## src/rtl/atomic_rmw_pkg.sv

```systemverilog
package atomic_rmw_pkg;

   typedef enum logic [1:0] {
      TRAP_NONE  = 2'd0,
      TRAP_PROT  = 2'd1,
      TRAP_ALIGN = 2'd2
   } trap_e;

   typedef enum logic [1:0] {
      SEQ_IDLE  = 2'd0,
      SEQ_READ  = 2'd1,
      SEQ_WRITE = 2'd2,
      SEQ_RESP  = 2'd3
   } seq_state_e;

   localparam logic OP_XCHG_WORD = 1'b0;
   localparam logic OP_SET_BYTE  = 1'b1;

endpackage

```

## src/rtl/atomic_rmw_lanes.sv

```systemverilog
module atomic_rmw_lanes
   import atomic_rmw_pkg::*;
#(
   parameter int       DW        = 32,
   parameter logic [7:0] SET_VALUE = 8'hFF,
   localparam int      LANES     = DW / 8,
   localparam int      OFS_W     = (LANES > 1) ? $clog2(LANES) : 1
) (
   input  logic             op_byte,
   input  logic [OFS_W-1:0] offset,
   input  logic [DW-1:0]    src,
   input  logic [DW-1:0]    old_word,
   output logic [DW-1:0]    wr_data,
   output logic [LANES-1:0] wr_be,
   output logic [DW-1:0]    result
);

   logic [LANES-1:0] lane_hit;
   logic [7:0]       picked;

   // Big-endian lane map: offset 0 is the most significant lane.
   for (genvar g = 0; g < LANES; g++) begin : g_lane
      assign lane_hit[g]          = (offset == OFS_W'(LANES - 1 - g));
      assign wr_data[g*8 +: 8]    = op_byte ? SET_VALUE : src[g*8 +: 8];
      assign wr_be[g]             = op_byte ? lane_hit[g] : 1'b1;
   end

   always_comb begin
      picked = '0;
      for (int i = 0; i < LANES; i++) begin
         if (lane_hit[i]) picked = picked | old_word[i*8 +: 8];
      end
   end

   assign result = op_byte ? {{(DW-8){1'b0}}, picked} : old_word;

endmodule

```

## src/rtl/atomic_rmw_ctrl.sv

```systemverilog
module atomic_rmw_ctrl
   import atomic_rmw_pkg::*;
#(
   parameter int AW    = 32,
   parameter int DW    = 32,
   parameter int OFS_W = 2
) (
   input  logic          clk,
   input  logic          rst_n,
   input  logic          req_valid,
   output logic          req_ready,
   input  logic          req_op,
   input  logic [AW-1:0] req_addr,
   input  logic [DW-1:0] req_src,
   output logic          mmu_chk_valid,
   output logic          mmu_chk_write,
   input  logic          mmu_rsp_valid,
   input  logic          mmu_rsp_fault,
   output logic          mem_req_valid,
   output logic          mem_req_write,
   output logic          mem_lock,
   input  logic          mem_ack,
   input  logic [DW-1:0] mem_rdata,
   output logic          rsp_valid,
   output trap_e         rsp_trap,
   output logic          op_q,
   output logic [AW-1:0] addr_q,
   output logic [DW-1:0] src_q,
   output logic [DW-1:0] old_q
);

   seq_state_e state, state_nx;
   logic       rd_done, chk_done, fault_q;
   trap_e      trap_q;
   logic       misaligned;
   logic       rd_now, chk_now, fault_now, pair_done;

   // Alignment test only exists when a word spans more than one byte.
   if (OFS_W > 0) begin : g_align
      assign misaligned = (req_op == OP_XCHG_WORD) && (req_addr[OFS_W-1:0] != '0);
   end else begin : g_noalign
      assign misaligned = 1'b0;
   end

   assign rd_now    = rd_done  | mem_ack;
   assign chk_now   = chk_done | mmu_rsp_valid;
   assign fault_now = chk_done ? fault_q : mmu_rsp_fault;
   assign pair_done = rd_now && chk_now;

   always_comb begin
      state_nx = state;
      unique case (state)
         SEQ_IDLE:  if (req_valid) state_nx = misaligned ? SEQ_RESP : SEQ_READ;
         SEQ_READ:  if (pair_done) state_nx = fault_now ? SEQ_RESP : SEQ_WRITE;
         SEQ_WRITE: if (mem_ack)   state_nx = SEQ_RESP;
         SEQ_RESP:  state_nx = SEQ_IDLE;
         default:   state_nx = SEQ_IDLE;
      endcase
   end

   always_ff @(posedge clk or negedge rst_n) begin
      if (!rst_n) begin
         state    <= SEQ_IDLE;
         op_q     <= 1'b0;
         addr_q   <= '0;
         src_q    <= '0;
         old_q    <= '0;
         rd_done  <= 1'b0;
         chk_done <= 1'b0;
         fault_q  <= 1'b0;
         trap_q   <= TRAP_NONE;
      end else begin
         state <= state_nx;
         unique case (state)
            SEQ_IDLE: if (req_valid) begin
               op_q     <= req_op;
               addr_q   <= req_addr;
               src_q    <= req_src;
               rd_done  <= 1'b0;
               chk_done <= 1'b0;
               fault_q  <= 1'b0;
               trap_q   <= misaligned ? TRAP_ALIGN : TRAP_NONE;
            end
            SEQ_READ: begin
               if (mem_ack && !rd_done) begin
                  rd_done <= 1'b1;
                  old_q   <= mem_rdata;
               end
               if (mmu_rsp_valid && !chk_done) begin
                  chk_done <= 1'b1;
                  fault_q  <= mmu_rsp_fault;
               end
               if (pair_done && fault_now) trap_q <= TRAP_PROT;
            end
            default: ;
         endcase
      end
   end

   assign req_ready     = (state == SEQ_IDLE);
   assign mem_lock      = (state == SEQ_READ) || (state == SEQ_WRITE);
   assign mem_req_valid = ((state == SEQ_READ) && !rd_done) || (state == SEQ_WRITE);
   assign mem_req_write = (state == SEQ_WRITE);
   assign mmu_chk_valid = (state == SEQ_READ) && !chk_done;
   assign mmu_chk_write = mmu_chk_valid;   // read phase is checked as a store
   assign rsp_valid     = (state == SEQ_RESP);
   assign rsp_trap      = trap_q;

   // the write only starts once both answers are in and clean.
   assert_write_after_clean_check_R10: assert property (@(posedge clk) disable iff (!rst_n)
      (mem_req_valid && mem_req_write) |-> (chk_done && rd_done && !fault_q));

   // each permission query during the pair is typed as a store and is under lock.
   assert_query_as_store_R5: assert property (@(posedge clk) disable iff (!rst_n)
      mmu_chk_valid |-> (mmu_chk_write && mem_lock && !mem_req_write));

   // lock begins with the read request.
   assert_lock_opens_on_read_R8: assert property (@(posedge clk) disable iff (!rst_n)
      $rose(mem_lock) |-> (mem_req_valid && !mem_req_write));

   // no memory request outside the lock.
   assert_request_under_lock_R8: assert property (@(posedge clk) disable iff (!rst_n)
      mem_req_valid |-> mem_lock);

   // one-cycle response pulse.
   assert_single_pulse_R9: assert property (@(posedge clk) disable iff (!rst_n)
      rsp_valid |=> !rsp_valid);

   // an alignment trap comes straight from idle, so no access was made.
   assert_align_skips_access_R7: assert property (@(posedge clk) disable iff (!rst_n)
      (rsp_valid && rsp_trap == TRAP_ALIGN) |-> ($past(state) == SEQ_IDLE));

   // a protection trap follows a faulting answer.
   assert_prot_from_fault_R6: assert property (@(posedge clk) disable iff (!rst_n)
      (rsp_valid && rsp_trap == TRAP_PROT) |-> (chk_done && fault_q));

endmodule

```

## src/rtl/atomic_rmw_seq.sv

```systemverilog
module atomic_rmw_seq
   import atomic_rmw_pkg::*;
#(
   parameter int         AW        = 32,
   parameter int         DW        = 32,
   parameter logic [7:0] SET_VALUE = 8'hFF,
   localparam int        LANES     = DW / 8,
   localparam int        OFS_W     = (LANES > 1) ? $clog2(LANES) : 1
) (
   input  logic             clk,
   input  logic             rst_n,
   input  logic             req_valid,
   output logic             req_ready,
   input  logic             req_op,
   input  logic [AW-1:0]    req_addr,
   input  logic [DW-1:0]    req_src,
   output logic             mmu_chk_valid,
   output logic             mmu_chk_write,
   output logic [AW-1:0]    mmu_chk_addr,
   input  logic             mmu_rsp_valid,
   input  logic             mmu_rsp_fault,
   output logic             mem_req_valid,
   output logic             mem_req_write,
   output logic             mem_lock,
   output logic [AW-1:0]    mem_addr,
   output logic [DW-1:0]    mem_wdata,
   output logic [LANES-1:0] mem_be,
   input  logic             mem_ack,
   input  logic [DW-1:0]    mem_rdata,
   output logic             rsp_valid,
   output logic [1:0]       rsp_trap_code,
   output logic             rsp_rd_we,
   output logic [DW-1:0]    rsp_rdata
);

   if ((DW % 8) != 0 || DW < 16) begin : g_bad_dw
      $error("atomic_rmw_seq: DW must be a multiple of 8 and at least 16");
   end
   if (AW <= OFS_W) begin : g_bad_aw
      $error("atomic_rmw_seq: AW too small for the byte offset");
   end
   if ((1 << OFS_W) != LANES) begin : g_bad_lanes
      $error("atomic_rmw_seq: lane count must be a power of two");
   end

   logic          op_q;
   logic [AW-1:0] addr_q;
   logic [DW-1:0] src_q, old_q;
   trap_e         trap_w;
   logic [DW-1:0] lane_wdata, lane_result;
   logic [LANES-1:0] lane_be;

   atomic_rmw_ctrl #(.AW(AW), .DW(DW), .OFS_W(OFS_W)) i_ctrl (
      .clk           (clk),
      .rst_n         (rst_n),
      .req_valid     (req_valid),
      .req_ready     (req_ready),
      .req_op        (req_op),
      .req_addr      (req_addr),
      .req_src       (req_src),
      .mmu_chk_valid (mmu_chk_valid),
      .mmu_chk_write (mmu_chk_write),
      .mmu_rsp_valid (mmu_rsp_valid),
      .mmu_rsp_fault (mmu_rsp_fault),
      .mem_req_valid (mem_req_valid),
      .mem_req_write (mem_req_write),
      .mem_lock      (mem_lock),
      .mem_ack       (mem_ack),
      .mem_rdata     (mem_rdata),
      .rsp_valid     (rsp_valid),
      .rsp_trap      (trap_w),
      .op_q          (op_q),
      .addr_q        (addr_q),
      .src_q         (src_q),
      .old_q         (old_q)
   );

   atomic_rmw_lanes #(.DW(DW), .SET_VALUE(SET_VALUE)) i_lanes (
      .op_byte  (op_q == OP_SET_BYTE),
      .offset   (addr_q[OFS_W-1:0]),
      .src      (src_q),
      .old_word (old_q),
      .wr_data  (lane_wdata),
      .wr_be    (lane_be),
      .result   (lane_result)
   );

   assign mmu_chk_addr  = addr_q;
   assign mem_addr      = {addr_q[AW-1:OFS_W], {OFS_W{1'b0}}};
   assign mem_wdata     = mem_req_write ? lane_wdata : '0;
   assign mem_be        = mem_req_write ? lane_be : '1;
   assign rsp_trap_code = trap_w;
   assign rsp_rd_we     = rsp_valid && (trap_w == TRAP_NONE);
   assign rsp_rdata     = rsp_rd_we ? lane_result : '0;

   // a trapped response never writes the destination register.
   assert_trap_blocks_writeback_R6: assert property (@(posedge clk) disable iff (!rst_n)
      (rsp_valid && rsp_trap_code != 2'd0) |-> (!rsp_rd_we && rsp_rdata == '0));

   // a test-and-set write touches exactly one byte lane.
   assert_set_one_lane_R3: assert property (@(posedge clk) disable iff (!rst_n)
      (mem_req_valid && mem_req_write && op_q == OP_SET_BYTE) |-> ($countones(mem_be) == 1));

   // the read phase fetches the whole word.
   assert_read_full_word_R5: assert property (@(posedge clk) disable iff (!rst_n)
      (mem_req_valid && !mem_req_write) |-> (mem_be == '1));

endmodule

```

## config.mk

```make
export PLATFORM = sky130hd
export DESIGN_NAME = atomic_rmw_seq
export DESIGN_NICKNAME = d
export VERILOG_FILES = /design/src/rtl/atomic_rmw_pkg.sv /design/src/rtl/atomic_rmw_lanes.sv /design/src/rtl/atomic_rmw_ctrl.sv /design/src/rtl/atomic_rmw_seq.sv
export SDC_FILE = /design/constraint.sdc
export NUM_CORES = 1
export LEC_CHECK = 0
export BUFFER_PORTS_ARGS = -buffer_cell sky130_fd_sc_hd__buf_2
export CAP_MARGIN = 5
export CORE_AREA = 2 2 129 131
export DETAILED_ROUTE_END_ITERATION = 12
export DIE_AREA = 0 0 131 133
export PLACE_DENSITY = 0.56
export SYNTH_ARGS = -nofsm -noshare
export SYNTH_HDL_FRONTEND = slang
export SYNTH_SLANG_ARGS = --single-unit
```

## constraint.sdc

```tcl
create_clock -name clk -period 1.91 [get_ports clk]
set_input_delay 0.2865 -clock clk [delete_from_list [all_inputs] [get_ports clk]]
set_output_delay 0.2865 -clock clk [all_outputs]
set_load 0.03 [all_outputs]
```

## Word level (Yosys, flattened, before mapping)

Index checks and enable logic that the tools add are counted.

| storage, ports and cells | value |
|---|---|
| flip-flop bits (word level) | 104 |
| input bits | 103 |
| output and inout port bits | 142 |

| operators by class | value |
|---|---|
| equality and inequality tests | 12 |
| multiplexer cells | 34 |
| bitwise operators | 6 |
| reduce and logical (&&, ||, !) cells | 23 |

Operators by type and width:

| kind | number |
|---|---|
| 32-bit two-way mux | 3 |
| 8-bit two-way mux | 8 |
| 8-bit bitwise OR | 3 |
| 2-bit two-way mux | 7 |
| 3-bit AND reduction | 4 |
| 1-bit two-way mux | 10 |
| 2-bit by 1-bit inequality test with 1-bit output, second input constant | 5 |
| 2-bit equality test, second input constant | 4 |
| 1-bit logical AND | 8 |
| 2-bit case mux with 4 select lines | 1 |
| 2-bit zero test | 3 |
| 1-bit case mux with 2 select lines | 3 |
| 2-bit by 1-bit equality test with 1-bit output, second input constant | 2 |
| 4-bit two-way mux | 1 |
| 2-bit case mux with 2 select lines | 1 |
| 2-bit AND reduction | 2 |
| 2-bit nonzero test | 2 |
| 1-bit zero test | 2 |
| 1-bit logical OR | 2 |
| 2-bit inequality test, second input constant | 1 |
| 1-bit bitwise OR | 2 |
| 1-bit inverter | 1 |

## Logic depth before layout (Yosys ltp)

| logic depth | value |
|---|---|
| depth in word-level cells | 10 |
| depth in mapped cells | 9 |
| gate-level depth less buffers | 6 |

## By module

Synthesis repeated with hierarchy kept, for this count alone.

| second synthesis, totals | value |
|---|---|
| cell total of the unflattened synthesis | 478 |
| area, all modules | 6,155.9 um2 |

Modules (own cells, without submodules):

| module | times used | cells an instance | area an instance (um2) | seq. area each (um2) |
|---|---|---|---|---|
| atomic_rmw_ctrl | 1 | 258 | 4,424.2 | 2,602.5 |
| atomic_rmw_seq | 1 | 114 | 958.4 | 0.0 |
| atomic_rmw_lanes | 1 | 106 | 773.2 | 0.0 |

## Worst setup path before layout

No wires, ideal clock.

| timing path | value |
|---|---|
| kind | register to output |
| start point | register i_ctrl.state[1] |
| end point | output port mmu_chk_write |
| arrival time | 1.768 ns |
| data required time | 1.623 ns |
| setup slack | -0.144 ns |
| stages on the path, launching flop included | 6 |
| path through | dfrtp_1 > inv_1 > ha_1 > clkbuf_1 > nor2b_1 > buf_4 |

| between the ends | value |
|---|---|
| cells in the longest elaborated chain, start to end | 2 |

Ends and longest elaborated chain:

| item | line | source |
|---|---|---|
| start: declaration | atomic_rmw_ctrl.sv:32 | `seq_state_e state, state_nx;` |
| start signal: assignment | atomic_rmw_ctrl.sv:73 | `state <= state_nx;` |
| 2-bit by 1-bit equality test with 1-bit output | atomic_rmw_ctrl.sv:104 | `assign mmu_chk_valid = (state == SEQ_READ) && !chk_done;` |
| 1-bit logical AND | atomic_rmw_ctrl.sv:104 |  |
| end: declaration | atomic_rmw_seq.sv:18 | `output logic mmu_chk_write,` |

Every way passes these cells.

## Final worst setup path

| timing path | value |
|---|---|
| start point | register i_ctrl.state[0] |
| end point | output port rsp_rdata[29] |

| between the ends | value |
|---|---|
| cells in the longest elaborated chain, start to end | 3 |

Ends and longest elaborated chain:

| item | line | source |
|---|---|---|
| 2-bit equality test | atomic_rmw_ctrl.sv:106 | `assign rsp_valid = (state == SEQ_RESP);` |
| 1-bit logical AND | atomic_rmw_seq.sv:93 | `assign rsp_rd_we = rsp_valid && (trap_w == TRAP_NONE);` |
| 32-bit two-way mux | atomic_rmw_seq.sv:94 | `assign rsp_rdata = rsp_rd_we ? lane_result : '0;` |
| end: declaration | atomic_rmw_seq.sv:33 | `output logic [DW-1:0] rsp_rdata` |

Every way passes these cells.

==> flow_summary.json <==
{
  "area_growth_pct": 39.2,
  "grt_pass1_wl_um": 21000,
  "drc": 0,
  "diodes": 0,
  "grt_pass1_vias": 4049,
  "netlist_area_mm2": 0.00521,
  "stdcell_count": 860,
  "cts_max_level": 3,
  "wl_per_cell_um": 16.0,
  "postRouteAntennaNets": 0,
  "die_x_um": 131,
  "worst_setup_hold_path_clk_slew_ns": 0.07,
  "fp.dieArea_mm2": 0.0174,
  "synth_top_area_cell": "dfrtp_1",
  "worstSetupStartpointType": "flip-flop",
  "finalCritPeriodShare_pct": 104,
  "start_util_pct": 32.2,
  "synthCells": 419,
  "vias": 3893,
  "setup_violations": 33,
  "cp.arrival_ns": 1.70,
  "ys.warnings.count": 0,
  "regArea_mm2": 0.00261,
  "portBuffers": 242,
  "core_area_mm2": 0.0162,
  "grt_antenna_before_repair": 0,
  "cts_buffer_depth": 2,
  "place_inst": 839,
  "track_usage_pct": 15.7,
  "fin_skew_ns": 0.00433,
  "drv_slew": 0,
  "synth_seq_cells": 104,
  "fmax_mhz": 504,
  "leakagePower_uw": 0.00361,
  "status": "finished with violations",
  "crit_path_max_fanout": 24,
  "ios": 245,
  "multi_input_area_mm2": 0.00230,
  "violations": "negative hold slack, negative setup slack",
  "max-cap-violations": 0,
  "ir_drop_v": 0.000969,
  "ys_types": 35,
  "rows": 47,
  "slew_headroom_pct": 61.7,
  "ys_top_cells_by_area": "dfrtp_1 50%, mux2_2 8.4%, mux2_4 8.1%",
  "syn_avg_cell_area_um2": 12.4,
  "worstSetupEndpointType": "output pin",
  "finalHoldViolCount": 1,
  "crit_required_ns": 1.62,
  "whs_ns": -0.00732,
  "die_h_um": 133,
  "tightest_slew_ns": 0.574,
  "async_flop_share_pct": 100,
  "viasPerCell": 4.53,
  "cts_tree": "yes",
  "pre_cts_ws_ns": 0.143,
  "first_pass_iters": 4,
  "synth.top_cell.area_share_pct": 49.9,
  "drtIter0Drc": 111,
  "numClockSinks": 104,
  "p_per_area_mw_per_mm2": 2030,
  "gr-total-overflow": 0,
  "nets": 742,
  "cts_root_buf": "clkbuf_16",
  "synth_ff_type": "dfrtp_1",
  "cts_buffers": 9,
  "drt_wl_total_um": 13800,
  "worst_slack_ns": -0.0735,
  "path_class": "flip-flop to output pin",
  "hpwl_um": 9940,
  "hold_class": "input pin to async pin",
  "synth_edf_count": 0,
  "seq_area_frac_synth_pct": 49.9,
  "rsz0062_at_grt": "true",
  "grt_max_degree": 105,
  "timing.final.crit_period_ns": 1.98,
  "fill_cells": 1547,
  "drive_gt1_share_pct": 58.9,
  "gp_congestion": 0.789,
  "clk_latency_ns": 0.35
}
==> final timing paths <==
| kind | startpoint | to | slack [ns] | cells after the start |
|---|---|---|---|---|
| min in group clk | mem_rdata[26] | i_ctrl.old_q[26] | 0.15 | 2 |
| worst max register to register | i_ctrl.state[1] | i_ctrl.addr_q[28] | 0.14 | 5 |
| worst max-delay path | i_ctrl.state[0] | rsp_rdata[29] | -0.07 | 7 |
| worst min-delay path | rst_n | i_ctrl.old_q[0] | -0.007 | 2 |
| worst min register to register | i_ctrl.src_q[26] | i_ctrl.src_q[26] | 0.51 | 1 |
| max in group asynchronous | rst_n | i_ctrl.addr_q[29] | 1.48 | 2 |
==> layer usage <==
layer / share of wire [%] / vias up / global-route usage [%]
met5: 0 / - / 0
met4: 1.4 / 0 / 5.56
met3: 7.8 / 13 / 4.73
met2: 49 / 141 / 26.3
met1: 42 / 1886 / 19.0
li1: - / 1853 / -
==> logic make-up (layout without fill, tap and decap cells) <==
logic type,after synthesis,after routing,share of synthesized area (%)
compound gates,71,71,9.39
fa+ha+maj,4,4,0.960
mux,106,106,24.7
buf+inv,68,288,8.02
flops,104,104,49.9
other cells,1,2,0.0719
simple gates,65,65,6.94
==> metrics by stage <==
stage / total power, µW / setup TNS [ns] / util, % / area [µm²]
floorplan: 10200 / -5.08 / - / 5240
global placement: 12100 / 0 / 40.6 / 6570
detailed placement: 12300 / 0 / 40.6 / 6570
finish: 14700 / -1.52 / 44.9 / 7250
CTS: 14700 / -2.11 / 44.3 / 7170
global route: 15600 / -7.22 / 44.9 / 7250
==> where the power goes <==
part	internal [µW]	total, µW	switching (µW)
combinational	3640	8720	5080
clock	939	1800	862
sequential	3340	4210	876
==> worst max-delay path, cell delays in order (launching register included) <==
cell,delay (ns)
dfrtp_1,0.35
buf_4,0.14
ha_2,0.19
nand2_2,0.06
nor2_2,0.12
buf_12,0.16
and2_1,0.17
buf_6,0.14
==> state kept, by name, indices dropped and copies added (netlist names) <==
register,flops
i_ctrl.addr_q,32
i_ctrl.old_q,32
i_ctrl.src_q,32
i_ctrl.rsp_trap,2
i_ctrl.state,2
i_ctrl.chk_done,1
i_ctrl.fault_q,1
i_ctrl.op_q,1
i_ctrl.rd_done,1
==> cells in the final DEF, fill, tap and decap left out, types with 3 or more instances in the layout <==
cell / instances
nand2_1: 3
buf_2: 194
a22oi_2: 7
o21ai_0: 5
dfrtp_1: 102
a21oi_1: 6
o21ai_1: 10
nor2_2: 8
mux2i_1: 7
buf_4: 33
nand3b_1: 8
inv_1: 8
mux2_1: 30
mux2_2: 39
mux2_4: 28
nor2_1: 9
clkbuf_16: 10
buf_12: 9
buf_6: 26
and2_1: 25
o21a_1: 32
==> synth_stat cells (2+ instances only) <==
master / count
mux2_2: 39
mux2i_1: 9
nor2_1: 16
buf_6: 3
o21ai_1: 3
ha_1: 4
clkbuf_1: 15
nand2b_1: 2
a31oi_1: 2
dfrtp_1: 104
a22oi_1: 8
a21oi_1: 6
inv_1: 8
nand3b_1: 8
o21ai_0: 14
nand2_1: 5
nor2b_1: 3
and2_1: 26
mux2_1: 30
buf_4: 35
buf_2: 7
o21a_1: 32
mux2_4: 28
==> layout make-up <==
class                           instances  share of cell area (%)
Clock buffer                           10                    3.29
Clock inverter                          6                   0.725
Inverter                                8                   0.414
Multi-Input combinational cell        248                    31.7
Sequential cell                       104                    35.9
Tap cell                              220                    3.80
Timing Repair Buffer                  264                    24.1
==> what timing repair did <==
action | CTS | global route
setup endpoints to repair | 72 | 72
resized for setup | 82 | 18
hold buffers | 0 | 0
cloned | 1 | 1
pin swaps | 2 | 1
setup buffers | 3 | 0
Note: power is estimated with default switching activity, not from simulation.
